--- config.mk ---
export PLATFORM = sky130hd
export DESIGN_NAME = ssc_frac_mod
export DESIGN_NICKNAME = d
export VERILOG_FILES = /design/src/rtl/ssc_pkg.sv /design/src/rtl/ssc_phase_gen.sv /design/src/rtl/ssc_shaper.sv /design/src/rtl/ssc_deviation.sv /design/src/rtl/ssc_frac_mod.sv
export SDC_FILE = /design/constraint.sdc
export NUM_CORES = 2
export LEC_CHECK = 0
export CAP_MARGIN = 30
export CORE_MARGIN = 2
export CORE_UTILIZATION = 35
export DETAILED_ROUTE_END_ITERATION = 7
export PLACE_DENSITY = 0.49
export SYNTH_ARGS = -nofsm -noshare
export SYNTH_HDL_FRONTEND = slang
export SYNTH_SLANG_ARGS = --single-unit
export TNS_END_PERCENT = 1
--- constraint.sdc ---
create_clock -name clk -period 126.3 [get_ports clk]
set_input_delay 18.945 -clock clk [delete_from_list [all_inputs] [get_ports clk]]
set_output_delay 18.945 -clock clk [all_outputs]
set_load 0.01 [all_outputs]
--- src/rtl/ssc_pkg.sv ---
// Shared constants and the profile breakpoint function for the spread modulator.
// Assumes profile breakpoints are unsigned and fit in 32-bit arithmetic.
package ssc_pkg;
    localparam int CODE_W   = 6;    // spread code width, 0.1 % per step
    localparam int CODE_MAX = 50;   // largest legal spread code (5.0 %)
    localparam int SEG_LOG2 = 4;    // log2 of profile segment count
    localparam int SEG_CNT  = 16;   // profile segments

    // Breakpoint k of the shaped profile, smooth-step curve scaled to 2^sw.
    function automatic int shape_point(input int k, input int sw);
        return ((48 * k * k - 2 * k * k * k) << sw) >> 12;
    endfunction
endpackage

--- src/rtl/ssc_phase_gen.sv ---
// Sweep phase generator: triangle counter over a half period plus the
// configuration latches that are loaded only at a sweep boundary (phase 0).
// Assumes PER_MIN >= 4 so the half period is at least 2.
module ssc_phase_gen
    import ssc_pkg::*;
#(
    parameter int W       = 24,
    parameter int PER_W   = 10,
    parameter int PER_MIN = 416,
    parameter int PER_MAX = 833
) (
    input  logic              clk,
    input  logic              rst_n,
    input  logic              tick,
    input  logic              en,
    input  logic              vcfs_mode,
    input  logic              center_mode,
    input  logic              nonlin_mode,
    input  logic [CODE_W-1:0] spread_code,
    input  logic [PER_W-1:0]  period,
    input  logic [W-1:0]      nom_word,
    output logic              act,
    output logic [PER_W-1:0]  ph,
    output logic [PER_W-1:0]  h_lat,
    output logic [CODE_W-1:0] code_lat,
    output logic              center_lat,
    output logic              nonlin_lat,
    output logic [W-1:0]      nom_lat
);
    localparam logic [PER_W-1:0]  P_LO   = PER_W'(PER_MIN);
    localparam logic [PER_W-1:0]  P_HI   = PER_W'(PER_MAX);
    localparam logic [CODE_W-1:0] C_MAX  = CODE_W'(CODE_MAX);

    logic [PER_W-1:0]  per_clamped;
    logic [CODE_W-1:0] code_legal;
    logic              up;

    // Clamp the requested period into the legal modulation-rate window.
    always_comb begin
        if (period < P_LO)      per_clamped = P_LO;
        else if (period > P_HI) per_clamped = P_HI;
        else                    per_clamped = period;
    end

    // Map out-of-range spread codes to zero depth.
    always_comb begin
        code_legal = (spread_code != '0 && spread_code <= C_MAX) ? spread_code : '0;
    end

    // Advance the triangle phase on ticks and latch configuration at boundaries.
    always_ff @(posedge clk) begin
        if (!rst_n) begin
            act        <= 1'b0;
            up         <= 1'b0;
            ph         <= '0;
            h_lat      <= '0;
            code_lat   <= '0;
            center_lat <= 1'b0;
            nonlin_lat <= 1'b0;
            nom_lat    <= '0;
        end else if (vcfs_mode) begin
            act <= 1'b0;
            up  <= 1'b0;
            ph  <= '0;
        end else if (tick) begin
            if (ph == '0) begin
                h_lat      <= per_clamped >> 1;
                code_lat   <= code_legal;
                center_lat <= center_mode;
                nonlin_lat <= nonlin_mode;
                nom_lat    <= nom_word;
                act        <= en;
                up         <= en;
                ph         <= en ? PER_W'(1) : '0;
            end else if (up) begin
                ph <= ph + 1'b1;
                if (ph + 1'b1 == h_lat) up <= 1'b0;
            end else begin
                ph <= ph - 1'b1;
            end
        end
    end

    AST_PH_BOUND: assert property (@(posedge clk) disable iff (!rst_n)
        ph <= h_lat);
    AST_IDLE_PH: assert property (@(posedge clk) disable iff (!rst_n)
        !act |-> ph == '0);
    AST_CFG_HOLD: assert property (@(posedge clk) disable iff (!rst_n)
        ph != '0 |=> $stable(code_lat) && $stable(h_lat) && $stable(nom_lat));
    AST_PH_STEP: assert property (@(posedge clk) disable iff (!rst_n)
        (tick && !vcfs_mode && ph != '0) |=>
            (ph == $past(ph) + PER_W'(1) || ph == $past(ph) - PER_W'(1)));
    AST_NO_TICK: assert property (@(posedge clk) disable iff (!rst_n)
        (!tick && !vcfs_mode) |=> $stable(ph));
endmodule

--- src/rtl/ssc_shaper.sv ---
// Profile shaper: normalizes the phase to 0..2^SW and optionally passes it
// through a 16-segment piecewise-linear smooth-step table.
// Assumes SW >= 5 and h_lat nonzero whenever the sweep is active.
module ssc_shaper
    import ssc_pkg::*;
#(
    parameter int PER_W = 10,
    parameter int SW    = 8
) (
    input  logic             clk,
    input  logic             rst_n,
    input  logic [PER_W-1:0] ph,
    input  logic [PER_W-1:0] h_lat,
    input  logic             nonlin_lat,
    output logic [SW:0]      shape
);
    localparam int          FW   = SW - SEG_LOG2;
    localparam logic [SW:0] FULL = (SW+1)'(1) << SW;

    logic [SW:0]         tab [0:SEG_CNT];
    logic [PER_W+SW-1:0] num;
    logic [PER_W+SW-1:0] den;
    logic [SW:0]         u;
    logic [SEG_LOG2-1:0] seg;
    logic [FW-1:0]       frac;
    logic [SW:0]         lo, hi, span, interp;
    logic [SW+FW:0]      prod;

    // Breakpoint table computed at elaboration.
    for (genvar g = 0; g <= SEG_CNT; g++) begin : g_tab
        assign tab[g] = (SW+1)'(shape_point(g, SW));
    end

    // Normalize the phase against the latched half period.
    always_comb begin
        num = {ph, {SW{1'b0}}};
        den = {{SW{1'b0}}, h_lat};
        u   = (h_lat == '0) ? '0 : (SW+1)'(num / den);
    end

    // Interpolate within the selected table segment.
    always_comb begin
        seg    = u[SW-1:FW];
        frac   = u[FW-1:0];
        lo     = tab[{1'b0, seg}];
        hi     = tab[{1'b0, seg} + 5'd1];
        span   = hi - lo;
        prod   = span * frac;
        interp = lo + (SW+1)'(prod >> FW);
    end

    // Choose triangle or shaped profile value.
    always_comb begin
        if (!nonlin_lat) shape = u;
        else if (u[SW])  shape = FULL;
        else             shape = interp;
    end

    AST_SHAPE_RANGE: assert property (@(posedge clk) disable iff (!rst_n)
        shape <= FULL);
    AST_SHAPE_ZERO: assert property (@(posedge clk) disable iff (!rst_n)
        ph == '0 |-> shape == '0);
endmodule

--- src/rtl/ssc_deviation.sv ---
// Deviation scaler: multiplies nominal word, spread code and profile value,
// divides by 1000 * 2^SW, and places the result for center or down spread.
// Assumes the nominal word leaves 2.5 % headroom below full scale.
module ssc_deviation
    import ssc_pkg::*;
#(
    parameter int W  = 24,
    parameter int SW = 8
) (
    input  logic              clk,
    input  logic              rst_n,
    input  logic [W-1:0]      nom_lat,
    input  logic [CODE_W-1:0] code_lat,
    input  logic [SW:0]       shape,
    input  logic              center_lat,
    output logic [W-1:0]      mod_word
);
    localparam int            HW      = W + CODE_W;
    localparam int            PW      = HW + SW + 1;
    localparam logic [PW-1:0] DIV_DEV = PW'(1000) << SW;
    localparam logic [HW-1:0] DIV_HLF = HW'(2000);

    logic [HW-1:0] nc;
    logic [PW-1:0] prod;
    logic [W-1:0]  dev;
    logic [W-1:0]  half;

    // Fixed-point product and scaling to a divide-word offset.
    always_comb begin
        nc   = HW'(nom_lat) * HW'(code_lat);
        prod = PW'(nc) * PW'(shape);
        dev  = W'(prod / DIV_DEV);
        half = W'(nc / DIV_HLF);
    end

    // Place the sweep symmetrically or entirely below nominal.
    always_comb begin
        if (center_lat) mod_word = nom_lat - half + dev;
        else            mod_word = nom_lat - dev;
    end

    AST_DOWN_BELOW: assert property (@(posedge clk) disable iff (!rst_n)
        !center_lat |-> mod_word <= nom_lat);
    AST_CENTER_FLOOR: assert property (@(posedge clk) disable iff (!rst_n)
        center_lat |-> ({1'b0, mod_word} + {1'b0, W'(nom_lat / W'(40))}) >= {1'b0, nom_lat});
endmodule

--- src/rtl/ssc_frac_mod.sv ---
// Spread-spectrum fractional divide-word modulator, top level.
// Combines phase generator, profile shaper and deviation scaler, and
// registers the output word; the shift mode bypasses the sweep entirely.
// Assumes REF_KHZ is the reference tick rate in kHz and REF_KHZ/60 >= 4.
module ssc_frac_mod #(
    parameter int INT_W   = 8,
    parameter int FRAC_W  = 16,
    parameter int PER_W   = 10,
    parameter int REF_KHZ = 25000,
    parameter int SHAPE_W = 8
) (
    input  logic                       clk,
    input  logic                       rst_n,
    input  logic                       tick,
    input  logic                       en,
    input  logic                       vcfs_mode,
    input  logic                       center_mode,
    input  logic                       nonlin_mode,
    input  logic [ssc_pkg::CODE_W-1:0] spread_code,
    input  logic [PER_W-1:0]           period,
    input  logic [INT_W+FRAC_W-1:0]    nom_word,
    output logic [INT_W+FRAC_W-1:0]    div_word
);
    localparam int W       = INT_W + FRAC_W;
    localparam int PER_MIN = REF_KHZ / 60;
    localparam int PER_MAX = REF_KHZ / 30;

    logic                       act;
    logic [PER_W-1:0]           ph, h_lat;
    logic [ssc_pkg::CODE_W-1:0] code_lat;
    logic                       center_lat, nonlin_lat;
    logic [W-1:0]               nom_lat, mod_word;
    logic [SHAPE_W:0]           shape;

    ssc_phase_gen #(.W(W), .PER_W(PER_W), .PER_MIN(PER_MIN), .PER_MAX(PER_MAX)) u_phase (
        .clk(clk), .rst_n(rst_n), .tick(tick), .en(en), .vcfs_mode(vcfs_mode),
        .center_mode(center_mode), .nonlin_mode(nonlin_mode),
        .spread_code(spread_code), .period(period), .nom_word(nom_word),
        .act(act), .ph(ph), .h_lat(h_lat), .code_lat(code_lat),
        .center_lat(center_lat), .nonlin_lat(nonlin_lat), .nom_lat(nom_lat)
    );

    ssc_shaper #(.PER_W(PER_W), .SW(SHAPE_W)) u_shape (
        .clk(clk), .rst_n(rst_n), .ph(ph), .h_lat(h_lat),
        .nonlin_lat(nonlin_lat), .shape(shape)
    );

    ssc_deviation #(.W(W), .SW(SHAPE_W)) u_dev (
        .clk(clk), .rst_n(rst_n), .nom_lat(nom_lat), .code_lat(code_lat),
        .shape(shape), .center_lat(center_lat), .mod_word(mod_word)
    );

    // Register the outgoing divide word; bypass the sweep when idle or shifted.
    always_ff @(posedge clk) begin
        if (!rst_n)                  div_word <= '0;
        else if (vcfs_mode || !act)  div_word <= nom_word;
        else                         div_word <= mod_word;
    end

    AST_VCFS_PASS: assert property (@(posedge clk) disable iff (!rst_n)
        vcfs_mode |=> div_word == $past(nom_word));
    AST_IDLE_NOM: assert property (@(posedge clk) disable iff (!rst_n)
        (!act && !vcfs_mode) |=> div_word == $past(nom_word));
endmodule

==> results.md <==
Status:
- The run finished with clean final reports.

Clock network:
- The clock transition time at the flip-flop clock pins of the worst setup and hold paths is approximately 0.060 ns.
- Counting along the longest clock path gives a buffer depth of 2.
- The number of buffers created by CTS is 9.
- CTS saw 77 sinks.
- The H-tree generated during clock tree synthesis spans 3 levels.
- The number of resized instances in the post-cts repair step is 0.
- The root buffer cell chosen for the clock tree is clkbuf_16.
- The clock tree from TritonCTS is built.
- The setup fix buffers added after clock tree synthesis is 0.
- Clock latency on the worst-skew pair, taken at its later pin, is 0.35 ns.
- The number of hold buffers added after CTS was 0.

Detailed routing:
- The detail route stage leaves a number of antenna-violating nets equal to 0.
- Using the TritonRoute via totals, the vias-per-cell ratio works out to around 5.6.
- The first detailed-routing pass took 6 iterations.
- The routed length per placed instance is 17.9 µm.
- Detailed routing inserted a total of 38,900 vias.
- For this block, the routed nets add up to 124,000 µm of wire.
- In the routed design, unresolved DRC markers number 0.
- For this block, the initial DRC count from the detailed router was 2,164.

Synth:
- The number of distinct library cells after synthesis is 147.
- The post-synthesis cell count is 5,494.
- The share of the Yosys chip area taken by registers is 0.0390.
- The mean cell area of the mapped netlist is 7.19 µm².
- The Yosys warning count is 0.
- In this run the cell area of the synthesized design comes to just under 40,000 µm².
- The number of nets produced by synthesis is 6,171.
- For this run, the leading register cell type out of synthesis is dfxtp_1.
- Counting flops and latches in the post-synthesis netlist gives 77.
- The synthesized design contains 0 enable-type register cells.
- The share of flip-flops with an asynchronous set or reset is 0.

GRT:
- For this run the aggregate overflow at the end of global routing stands at 0.
- Entering global routing, the biggest net connects 52 pins.
- The wire length of the first global-routing pass is 203,000 µm.
- The initial antenna violation count was 0.
- For this run, the total global-route usage over all layers was measured as 0.211.
- The via count of the first global-routing pass is between 30,000 and 40,000.

Timing:
- The slack of the critical path is 50.52 ns.
- The setup TNS after final layout is 0 ns.
- Counting I/O delays and the setup requirement, the final critical path takes between 70 and 80 ns.
- Setup repair after global routing left no endpoint under its margin.
- The worst slew slack as a fraction of its limit is 0.300.
- For the final database, setup skew stands at just over 0.007 ns.
- Timing would allow up to 0.0132 GHz.
- The pin slew with the least headroom to its limit is 1.04 ns.
- The max-slew violation total from the final report is 0.
- The number of setup violations in the final report is 0.
- The period utilization is 0.600.
- The final count of hold timing violations is 0.
- Final hold analysis gives a worst-case slack of 0.454 ns.

Placement:
- In this run the tool buffered the top-level ports with 69 buffer cells.
- The HPWL after detailed placement is 102,000 µm.
- The global placer's final weighted congestion is 0.883.
- Before CTS, the worst setup slack after placement is ~51 ns.

Setup path:
- The buffer and inverter count on the worst path is 26.
- Data on the critical path is required at its endpoint by about 130 ns.
- STA classifies the critical path endpoint as a flop.
- The largest delay contributor family on the critical path is compound AO/OA/AOI/OAI gates.
- In this design, the stage delay of the slowest critical-path cell is 0.74 ns.
- The worst setup path is launched from a flop.
- The cell type of the slowest stage on the worst timing path is a21oi_1.
- The most used cell along the critical path is o21a_1.
- The peak fanout along the critical path is 32.
- The worst endpoint data arrival time is 76.06 ns.
- The start-to-end type of the worst setup path is flop to flop.

Floorplan:
- The die boundary height is 340 µm.
- In this run the horizontal extent of the chip is 340 µm.
- The I/O pin count is 71.
- The total number of placement rows is around 120.
- The core region is approximately 110,000 µm².
- The die covers 116,000 µm².
- The starting density of the core is 0.352.

Layout:
- The fraction of layout cells with a size suffix above 1 is 0.0653.
- Compared with the post-synthesis result, the final layout area differs by 6.69%.
- After the last flow step, the layout net total stands at 6,097.
- The number of diodes added for antenna fixing is 0.
- The number of fill cells is roughly 12,000.

Worst hold path:
- The class of the most critical hold timing path is flop to flop.

Run:
- The number of max-capacitance violations reported is 0.
[layout make-up]
class / count / area, µm² / area share
multi-input combinational: 4631 / 34900 / 0.828
tap: 1500 / 1880 / 0.0446
sequential: 77 / 1540 / 0.0366
clock buffer: 10 / 239 / 0.00567
timing repair buffer: 168 / 1490 / 0.0354
inverter: 533 / 2010 / 0.0477
clock inverter: 6 / 68.8 / 0.00163
[through the flow]
step                      utilization  instance area [µm²]  std cells
after floorplan                     -                39500       5494
after global placement          0.372                41700       6902
after detailed placement        0.373                41800       6909
after CTS                       0.375                42100       6925
after global routing            0.375                42100       6925
final                           0.375                42100       6925
[flip-flops by register name, summed over array words and instances, names as in the netlist, 6 cells and up]
name and count:
u_phase.h_lat 9, u_phase.nom_lat 24, u_phase.ph 10, div_word 24, u_phase.code_lat 6
[worst paths after layout]
path | start | end | slack [ns] | cells past startpoint
worst min register to register | u_phase.code_lat[3] | u_phase.code_lat[3] | 0.45 | 2
worst max register to register | u_phase.ph[0] | div_word[23] | 50.52 | 327
worst min-delay path | u_phase.code_lat[3] | u_phase.code_lat[3] | 0.45 | 2
worst max-delay path | u_phase.ph[0] | div_word[23] | 50.52 | 327
[worst reg2reg max path: cells and delay by family (launching register included)]
kind,cells,cell delay [ns]
AOI/OAI and AO/OA,175,39.98
adders and majority gates,28,10.00
buffers and inverters,26,4.54
and+or+nand+nor,78,15.18
DFF,1,0.61
xor gates and xnor gates,12,2.15
muxes,8,3.24
[routing by layer]
layer  vias to the layer above  wire [µm]  share of wire  global-route usage
met5                         -          0              0                   0
met4                         0       3560          0.029              0.0566
met3                       144       3410          0.028              0.0133
met2                       696      60400           0.49               0.375
met1                     18800      56700           0.46               0.276
li1                      19200          -              -                   -
[cell families (layout without fill, tap and decap cells)]
| kind of cell | after synthesis | after routing | synth area share |
|---|---|---|---|
| simple gates | 2030 | 2030 | 0.243 |
| compound gates | 1526 | 1526 | 0.270 |
| buf+inv | 786 | 717 | 0.0788 |
| fa+ha+maj | 642 | 642 | 0.264 |
| xor+xnor | 297 | 297 | 0.0672 |
| mux | 136 | 136 | 0.0378 |
| flops | 77 | 77 | 0.0390 |
[cell usage in the layout, fill, tap and decap left out, types with 79 or more instances in the layout]
| master | n |
|---|---|
| nand3_1 | 126 |
| o21a_1 | 105 |
| nor3_1 | 172 |
| xnor2_1 | 208 |
| inv_1 | 515 |
| buf_4 | 93 |
| a21o_1 | 121 |
| nor2_1 | 525 |
| a211oi_1 | 79 |
| ha_1 | 307 |
| nand2_1 | 647 |
| a21oi_1 | 340 |
| xor2_1 | 84 |
| o21ai_0 | 257 |
| fa_1 | 323 |
| and2_1 | 81 |
| nand2b_1 | 108 |
[Yosys cell counts (16+ instances only)]
master     number  area [µm²]
dfxtp_1        77        1540
o21ai_0       257        1290
a211oi_1       80         601
mux2_2         53         597
o211ai_1       60         450
clkbuf_1      195         732
ha_1          307        3840
a31oi_1        43         269
mux2i_1        75         751
a21oi_1       343        1720
nor4_1         44         275
o22ai_1        20         125
nand3_1       126         631
nor3_1        173         866
a21o_1        121         908
inv_1         516        1940
xnor2_1       208        1820
a22oi_1        16         120
or2_2          39         244
a221oi_1       17         149
nand4_1        64         400
buf_4          17         128
o21bai_1       27         203
and2_1         81         507
xor2_1         84         736
o2111ai_1      17         149
nor2b_1        43         269
o21a_1        105         788
o21ai_1        30         150
and3_1         42         263
nor2_1        527        1980
buf_1          16        60.1
fa_1          323        6470
or3_1          42         263
o31ai_1        54         405
nand2_1       647        2430
nand2b_1      108         676
a211o_1        25         219
Power is left out: the tool's default activity adds up to more than one toggle a clock period on the data nets, which glitch-free logic cannot reach.
